File: src/rtl/ibp_pkg.sv
package ibp_pkg;

  typedef enum logic {
    ORDER_NATURAL     = 1'b0,
    ORDER_INTERLEAVED = 1'b1
  } order_e;

endpackage

File: src/rtl/ibp_rst_sync.sv
module ibp_rst_sync (
  input  logic clk,
  input  logic rst_n,
  output logic rst_sync_n
);

  logic [1:0] sync_q;

  always_ff @(posedge clk or negedge rst_n) begin
    if (!rst_n) begin
      sync_q <= 2'b00;
    end else begin
      sync_q <= {sync_q[0], 1'b1};
    end
  end

  assign rst_sync_n = sync_q[1];

endmodule

File: src/rtl/ibp_switch_level.sv
module ibp_switch_level #(
  parameter int LANES  = 4,
  parameter int DW     = 8,
  parameter int STRIDE = 1
) (
  input  logic                  swap,
  input  logic [LANES*DW-1:0]   lanes_i,
  output logic [LANES*DW-1:0]   lanes_o
);

  for (genvar i = 0; i < LANES; i++) begin : g_lane
    localparam int PEER = i ^ STRIDE;
    assign lanes_o[i*DW +: DW] = swap ? lanes_i[PEER*DW +: DW] : lanes_i[i*DW +: DW];
  end

endmodule

File: src/rtl/ibp_butterfly.sv
module ibp_butterfly #(
  parameter int LANES = 4,
  parameter int DW    = 8,
  localparam int LG   = $clog2(LANES)
) (
  input  logic [LG-1:0]         ctl,
  input  logic [LANES*DW-1:0]   lanes_i,
  output logic [LANES*DW-1:0]   lanes_o
);

  logic [LANES*DW-1:0] stage [LG+1];

  assign stage[0] = lanes_i;

  for (genvar k = 0; k < LG; k++) begin : g_level
    ibp_switch_level #(
      .LANES  (LANES),
      .DW     (DW),
      .STRIDE (1 << k)
    ) u_level (
      .swap    (ctl[k]),
      .lanes_i (stage[k]),
      .lanes_o (stage[k+1])
    );
  end

  assign lanes_o = stage[LG];

endmodule

File: src/rtl/ibp_rot_addr.sv
module ibp_rot_addr
  import ibp_pkg::*;
#(
  parameter int SUB_LEN = 128,
  localparam int AW     = $clog2(SUB_LEN)
) (
  input  logic          clk,
  input  logic          rst_n,
  input  logic          step_en,
  input  order_e        order,
  input  logic [AW-1:0] rot_amt,
  output logic [AW-1:0] seq_pos,
  output logic [AW-1:0] rd_addr
);

  localparam logic [AW-1:0] LAST   = AW'(SUB_LEN - 1);
  localparam logic [AW:0]   LEN_W  = (AW+1)'(SUB_LEN);

  logic [AW-1:0] seq_q;
  logic [AW-1:0] seq_d;
  logic [AW:0]   sum;

  always_comb begin
    seq_d = seq_q;
    if (step_en) begin
      seq_d = (seq_q == LAST) ? '0 : seq_q + AW'(1);
    end
  end

  always_ff @(posedge clk or negedge rst_n) begin
    if (!rst_n) begin
      seq_q <= '0;
    end else if (step_en) begin
      seq_q <= seq_d;
    end
  end

  always_comb begin
    sum = {1'b0, seq_q} + {1'b0, rot_amt};
    if (order == ORDER_INTERLEAVED) begin
      rd_addr = (sum >= LEN_W) ? AW'(sum - LEN_W) : AW'(sum);
    end else begin
      rd_addr = seq_q;
    end
  end

  assign seq_pos = seq_q;

endmodule

File: src/rtl/ibp_xbar.sv
module ibp_xbar
  import ibp_pkg::*;
#(
  parameter int LANES   = 4,
  parameter int DW      = 8,
  parameter int SUB_LEN = 128,
  parameter bit REG_OUT = 1'b1,
  localparam int LG     = $clog2(LANES),
  localparam int AW     = $clog2(SUB_LEN)
) (
  input  logic                  clk,
  input  logic                  rst_n,
  input  logic                  step_en,
  input  logic                  ilv_mode,
  input  logic [LG-1:0]         perm_sel,
  input  logic [AW-1:0]         rot_amt,
  input  logic [LANES*DW-1:0]   bank_data,
  output logic [LANES*DW-1:0]   dec_data,
  output logic [AW-1:0]         rd_addr,
  output logic [AW-1:0]         seq_pos
);

  order_e              order;
  logic                rst_int_n;
  logic [LG-1:0]       net_ctl;
  logic [LANES*DW-1:0] routed;

  assign order   = order_e'(ilv_mode);
  assign net_ctl = (order == ORDER_INTERLEAVED) ? perm_sel : '0;

  ibp_rst_sync u_rst_sync (
    .clk        (clk),
    .rst_n      (rst_n),
    .rst_sync_n (rst_int_n)
  );

  ibp_rot_addr #(
    .SUB_LEN (SUB_LEN)
  ) u_addr (
    .clk     (clk),
    .rst_n   (rst_int_n),
    .step_en (step_en),
    .order   (order),
    .rot_amt (rot_amt),
    .seq_pos (seq_pos),
    .rd_addr (rd_addr)
  );

  ibp_butterfly #(
    .LANES (LANES),
    .DW    (DW)
  ) u_net (
    .ctl     (net_ctl),
    .lanes_i (bank_data),
    .lanes_o (routed)
  );

  if (REG_OUT) begin : g_reg
    logic [LANES*DW-1:0] out_q;
    always_ff @(posedge clk or negedge rst_int_n) begin
      if (!rst_int_n) begin
        out_q <= '0;
      end else begin
        out_q <= routed;
      end
    end
    assign dec_data = out_q;
  end else begin : g_comb
    assign dec_data = routed;
  end

endmodule

File: config.mk
export PLATFORM = sky130hd
export DESIGN_NAME = ibp_xbar
export DESIGN_NICKNAME = d
export VERILOG_FILES = /design/src/rtl/ibp_pkg.sv /design/src/rtl/ibp_rst_sync.sv /design/src/rtl/ibp_switch_level.sv /design/src/rtl/ibp_butterfly.sv /design/src/rtl/ibp_rot_addr.sv /design/src/rtl/ibp_xbar.sv
export SDC_FILE = /design/constraint.sdc
export NUM_CORES = 1
export LEC_CHECK = 0
export ABC_AREA = 1
export BUFFER_PORTS_ARGS = -buffer_cell sky130_fd_sc_hd__clkbuf_2
export CAP_MARGIN = 10
export CELL_PAD_IN_SITES_DETAIL_PLACEMENT = 0
export CELL_PAD_IN_SITES_GLOBAL_PLACEMENT = 2
export CORE_ASPECT_RATIO = 0.9
export CORE_MARGIN = 4
export CORE_UTILIZATION = 25
export DETAILED_ROUTE_END_ITERATION = 10
export PLACE_DENSITY_LB_ADDON = 0.1
export SLEW_MARGIN = 20
export SYNTH_ARGS = -nofsm -noshare
export SYNTH_HDL_FRONTEND = slang
export SYNTH_SLANG_ARGS = --single-unit
File: constraint.sdc
create_clock -name clk -period 1.9 [get_ports clk]
set_input_delay 0.285 -clock clk [delete_from_list [all_inputs] [get_ports clk]]
set_output_delay 0.285 -clock clk [all_outputs]
set_load 0.05 [all_outputs]
Word level (Yosys, flattened, before mapping)
Cells that the tools add are included.

Register bits: 41. Input port bits: 45. Logic and storage cells: 20.

$add $sub $neg: 3. $lt $le $gt $ge: 1. Eq/ne operators: 1. Multiplexer cells: 12.

Operators with widths (count): $mux 8 (8); $mux 7 (3); $add 7x7->8 (1); $ge 8x8->1 const B (1); $add 7x1->7 const B (1); $eq 7x7->1 const B (1); $sub 7x1->7 const B (1); $mux 2 (1).

Longest topological paths before layout
Word-level depth: 4. Mapped depth: 9. Mapped depth without buffers: 9.

Hierarchy
A second synthesis with hierarchy kept.

Cells, all modules: 350. Area, all modules: 2568.7 um2.

By module, submodules not included: ibp_xbar (instances 1, cells each 36, area each 815.8 um2); ibp_rot_addr (instances 1, cells each 103, area each 708.2 um2); ibp_switch_level at u_net.g_level[1].u_level (instances 1, cells each 104, area each 496.7 um2); ibp_switch_level at u_net.g_level[0].u_level (instances 1, cells each 104, area each 494.2 um2); ibp_rst_sync (instances 1, cells each 3, area each 53.8 um2).

Worst setup path before layout
OpenSTA, ideal clock, no wires.

Path type: flip-flop to output port. Start point: register u_addr.seq_q[0], in the netlist u_addr.seq_pos[0]. End point: output rd_addr[4]. Arrival: 2.313 ns. Setup slack: -0.698 ns. Cell stages (with the launch flop): 8. Cell sequence: dfrtp_1 ha_1 fa_1 nand2_1 nand2_1 nand3_1 nand2_1 o22ai_1.

Longest elaborated chain between the ends: 4.

RTL lines: start: declaration (RTL line ibp_rot_addr.sv:19) `logic [AW-1:0] seq_q;`; start signal: assignment (RTL line ibp_rot_addr.sv:34) `seq_q <= seq_d;`; $add 7x7->8 * (RTL line ibp_rot_addr.sv:39) `sum = {1'b0, seq_q} + {1'b0, rot_amt};`; $sub 7x1->7 / $ge 8x8->1 (equally long branches) (RTL line ibp_rot_addr.sv:41) `rd_addr = (sum >= LEN_W) ? AW'(sum - LEN_W) : AW'(sum);`; $mux 7 * (RTL line ibp_rot_addr.sv:41); $mux 7 * (RTL line ibp_rot_addr.sv:40) `if (order == ORDER_INTERLEAVED) begin`; end: declaration (RTL line ibp_xbar.sv:19) `output logic [AW-1:0] rd_addr,`.

Every way passes the cells marked *; elsewhere a longest branch is shown, timed or not.

Worst setup path after layout
Same ends and word-level chain as after synthesis.

==> metrics <==
Mapped Area=2283 sq um; Least-Margin Pin Slew=0.5056 ns; Setup-failing EPs final=6; Worst path max stage delay=0.43 ns; RSZ-0062 raised after global routing=yes; GRT overflow=0; Core Util, Final=0.3759; Hold Path Stages=2; largest net degree at the start of global routing=53; Root Driver=clkbuf_8; maximum VDD drop=0.0005355 V; RR Startpoint=u_addr.seq_pos[1]$_DFFE_PN0P_; count of TritonRoute iterations in the first routing pass=4; Worst Path Max Fanout=3; Int Power=2.262 mW; maximum clock insertion buffer count=2; Num CTS Buffers=5; Clock transition at path regs=0.08 ns; hpwl dp=4.936 mm; Inst Count DP=522; GR Util All Layers=0.1191; Reg2Reg Depth=7; yosys warns=0; Die X=108.7 um; RR Endpoint=u_addr.seq_pos[3]$_DFFE_PN0P_; first-pass GRT wire length=10.09 mm; critical path class=register to output port; Worst EP arrival=1.86 ns; Pwr Total=4.146 mW; CORE AREA=8728 sq um; H-tree Lvls=2; Slowest cell on crit path=dfrtp_2; I/O pin count=91; vias in the first global route=2036; min cycle time layout=2.146 ns; clock skew=0.002913 ns; Post-Route WL=6.334 mm; Clock Power Share=0.173; Req. time, crit path=1.62 ns; Slew Viols, Final=0; syn nets=367; DIE AREA=10730 sq um; initial antenna violation count=0; PwrDens=1264 nW/um^2; CTS tree=yes; Non-Filler Instances=533; Vias/cell=4.101; R2R setup slack=0.48 ns; Mapped Cells=314; Nets=466; failing checks=negative setup slack; antenna cells=0; final worst slack=-0.2465 ns; Hold Vio Cnt, Final=0; Core Rows=32; max frequency=0.4659 GHz; power share of the sequential group=0.268; crit path cell chain=ha_4 -> fa_2 -> nand2_2 -> nand2_2 -> a21oi_1 -> o22ai_4 -> buf_12; Synth Area per Inst=7.272 sq um; startpoint types=register; Place WS=-0.03338 ns; post-route setup TNS=-0.6638 ns; GP Congestion=0.7280; Max-cap violations=0; Layout area overhead=43.67%; switching fraction of total power=0.4544; number of I/O port buffers=90; Hold Crit Start=step_en; distinct cell type count after synthesis=22; Sink Count=41; Max transition margin=0.6630; remaining routing DRC violations=0; fin crit share=1.130; Lkg Pwr=1.758 nW; initial core utilization=0.2616; sequential fraction of the synthesis area=0.4493; synthesized flop and latch total=41; status=finished, violations left; antenna-violating nets left=0; hold worst-path end=u_addr.seq_pos[1]$_DFFE_PN0P_; Psw=1.884 mW; Comb power frac=0.558; initial DRC count=44; Crit path top cell by count=nand2_2; wire per inst=11.88 um; Hold Crit Class=primary input to register; Skew-Pair Late Insertion Delay=0.28 ns; vias post-DR=2186; Setup crit end kind=output port; Die Y=98.67 um; share of post-route cells with drive strength above 1=0.3430
==> critical path, delay by kind of cell, from the launching register on <==
| family | cells | cell delay, ns |
|---|---|---|
| buffers and inverters | 1 | 0.16 |
| adders and majority gates | 2 | 0.50 |
| DFF | 1 | 0.43 |
| and+or+nand+nor | 2 | 0.17 |
| AOI/OAI and AO/OA | 2 | 0.32 |
==> synthesized netlist by cell type (all sizes together) <==
master  number  area [sq um]
o21ai       52         260.2
fa           1         20.02
conb         1         3.750
nor3         2         10.01
clkbuf       5         18.77
nand2       83         314.1
a31oi        1         6.260
buf          8         40.04
ha           7         87.58
nor2        23         86.33
o22ai        2         12.51
dfrtp       41          1026
a21oi       20         100.1
nand4        1         6.260
xnor2        1         8.760
xor2         3         26.28
inv         50         187.7
or2          1         6.260
nand3       11         55.05
nand3b       1         7.510
==> kinds of logic (layout without fill, tap and decap cells) <==
family / Yosys count / count (layout) / synth area share
xor+xnor: 4 / 4 / 0.01535
compound gates: 75 / 75 / 0.1660
buf+inv: 63 / 163 / 0.1079
simple gates: 122 / 122 / 0.2126
flops: 41 / 41 / 0.4493
fa+ha+maj: 8 / 8 / 0.04712
other cells: 1 / 1 / 0.001642
==> cells in the final DEF, fill, tap and decap left out, types with 3 or more instances in the layout <==
cell type and instances:
inv_1 49, o21ai_0 48, nand2_1 73, dfrtp_2 6, buf_12 3, xor2_1 3, clkbuf_8 6, nand3_1 8
nand3_2 3, a21oi_1 20, ha_4 5, buf_8 4, clkbuf_2 84, nand2_2 9, buf_4 13, nor2_1 23
dfrtp_1 35
==> how the worst max path moves through the flow <==
stage / depth (start not counted) / slack [ns] / startpoint / endpoint
5_1_grt: 10 / -0.36 / u_addr.seq_pos[0]$_DFFE_PN0P_ / rd_addr[6]
4_1_cts: 7 / -0.29 / u_addr.seq_pos[0]$_DFFE_PN0P_ / rd_addr[4]
6_report: 7 / -0.25 / u_addr.seq_pos[0]$_DFFE_PN0P_ / rd_addr[4]
2_1_floorplan: 7 / -0.09 / u_addr.seq_pos[0]$_DFFE_PN0P_ / rd_addr[4]
3_3_place_gp: 10 / -0.02 / u_addr.seq_pos[0]$_DFFE_PN0P_ / rd_addr[6]
3_5_place_dp: 10 / -0.03 / u_addr.seq_pos[0]$_DFFE_PN0P_ / rd_addr[6]
==> power by group through the flow <==
stage | clock network, mW | registers, mW | logic, mW
3_5_place_dp | 0 | 1.12 | 2.09
3_3_place_gp | 0 | 1.12 | 2.09
4_1_cts | 0.761 | 1.11 | 2.26
6_report | 0.718 | 1.11 | 2.31
5_1_grt | 0.798 | 1.13 | 2.51
2_1_floorplan | 0 | 1.65 | 0.933
==> flip-flops by register name (all words and copies together), names as in the netlist <==
register           flops
dec_data              32
u_addr.seq_pos         7
u_rst_sync.sync_q      2
==> metrics by stage <==
step	hold slack (ns)	area (sq um)
4_1_cts	0.2554	3248
3_3_place_gp	0.07110	3022
6_report	0.2656	3281
5_1_grt	0.2877	3281
2_1_floorplan	-0.01059	2347
3_5_place_dp	0.07342	3022
==> routing by layer <==
layer	GRT usage	up-vias	wire length, um
li1	-	1181	-
met1	0.1727	952	3185
met2	0.1772	51	2751
met3	0.03143	2	363
met4	0.02621	0	34
met5	0	-	0
==> layout make-up <==
class / count / area, sq um
Inverter: 50 / 187.7
Multi-Input combinational cell: 210 / 1146
Timing Repair Buffer: 105 / 648.1
Sequential cell: 41 / 1033
Fill cell: 984 / 5448
Tap cell: 119 / 148.9
Clock buffer: 7 / 86.33
Clock inverter: 1 / 30.03
==> what timing repair did <==
item / 4_1_cts / 5_1_grt
hold buffers: 1 / 0
buffers inserted: 2 / 0
pin swaps: 5 / 7
setup endpoints to repair: 6 / 6
gates resized for setup: 15 / 11
endpoints found under the hold margin: 2 / 0
No activity file was read; power rests on OpenSTA's default activity.
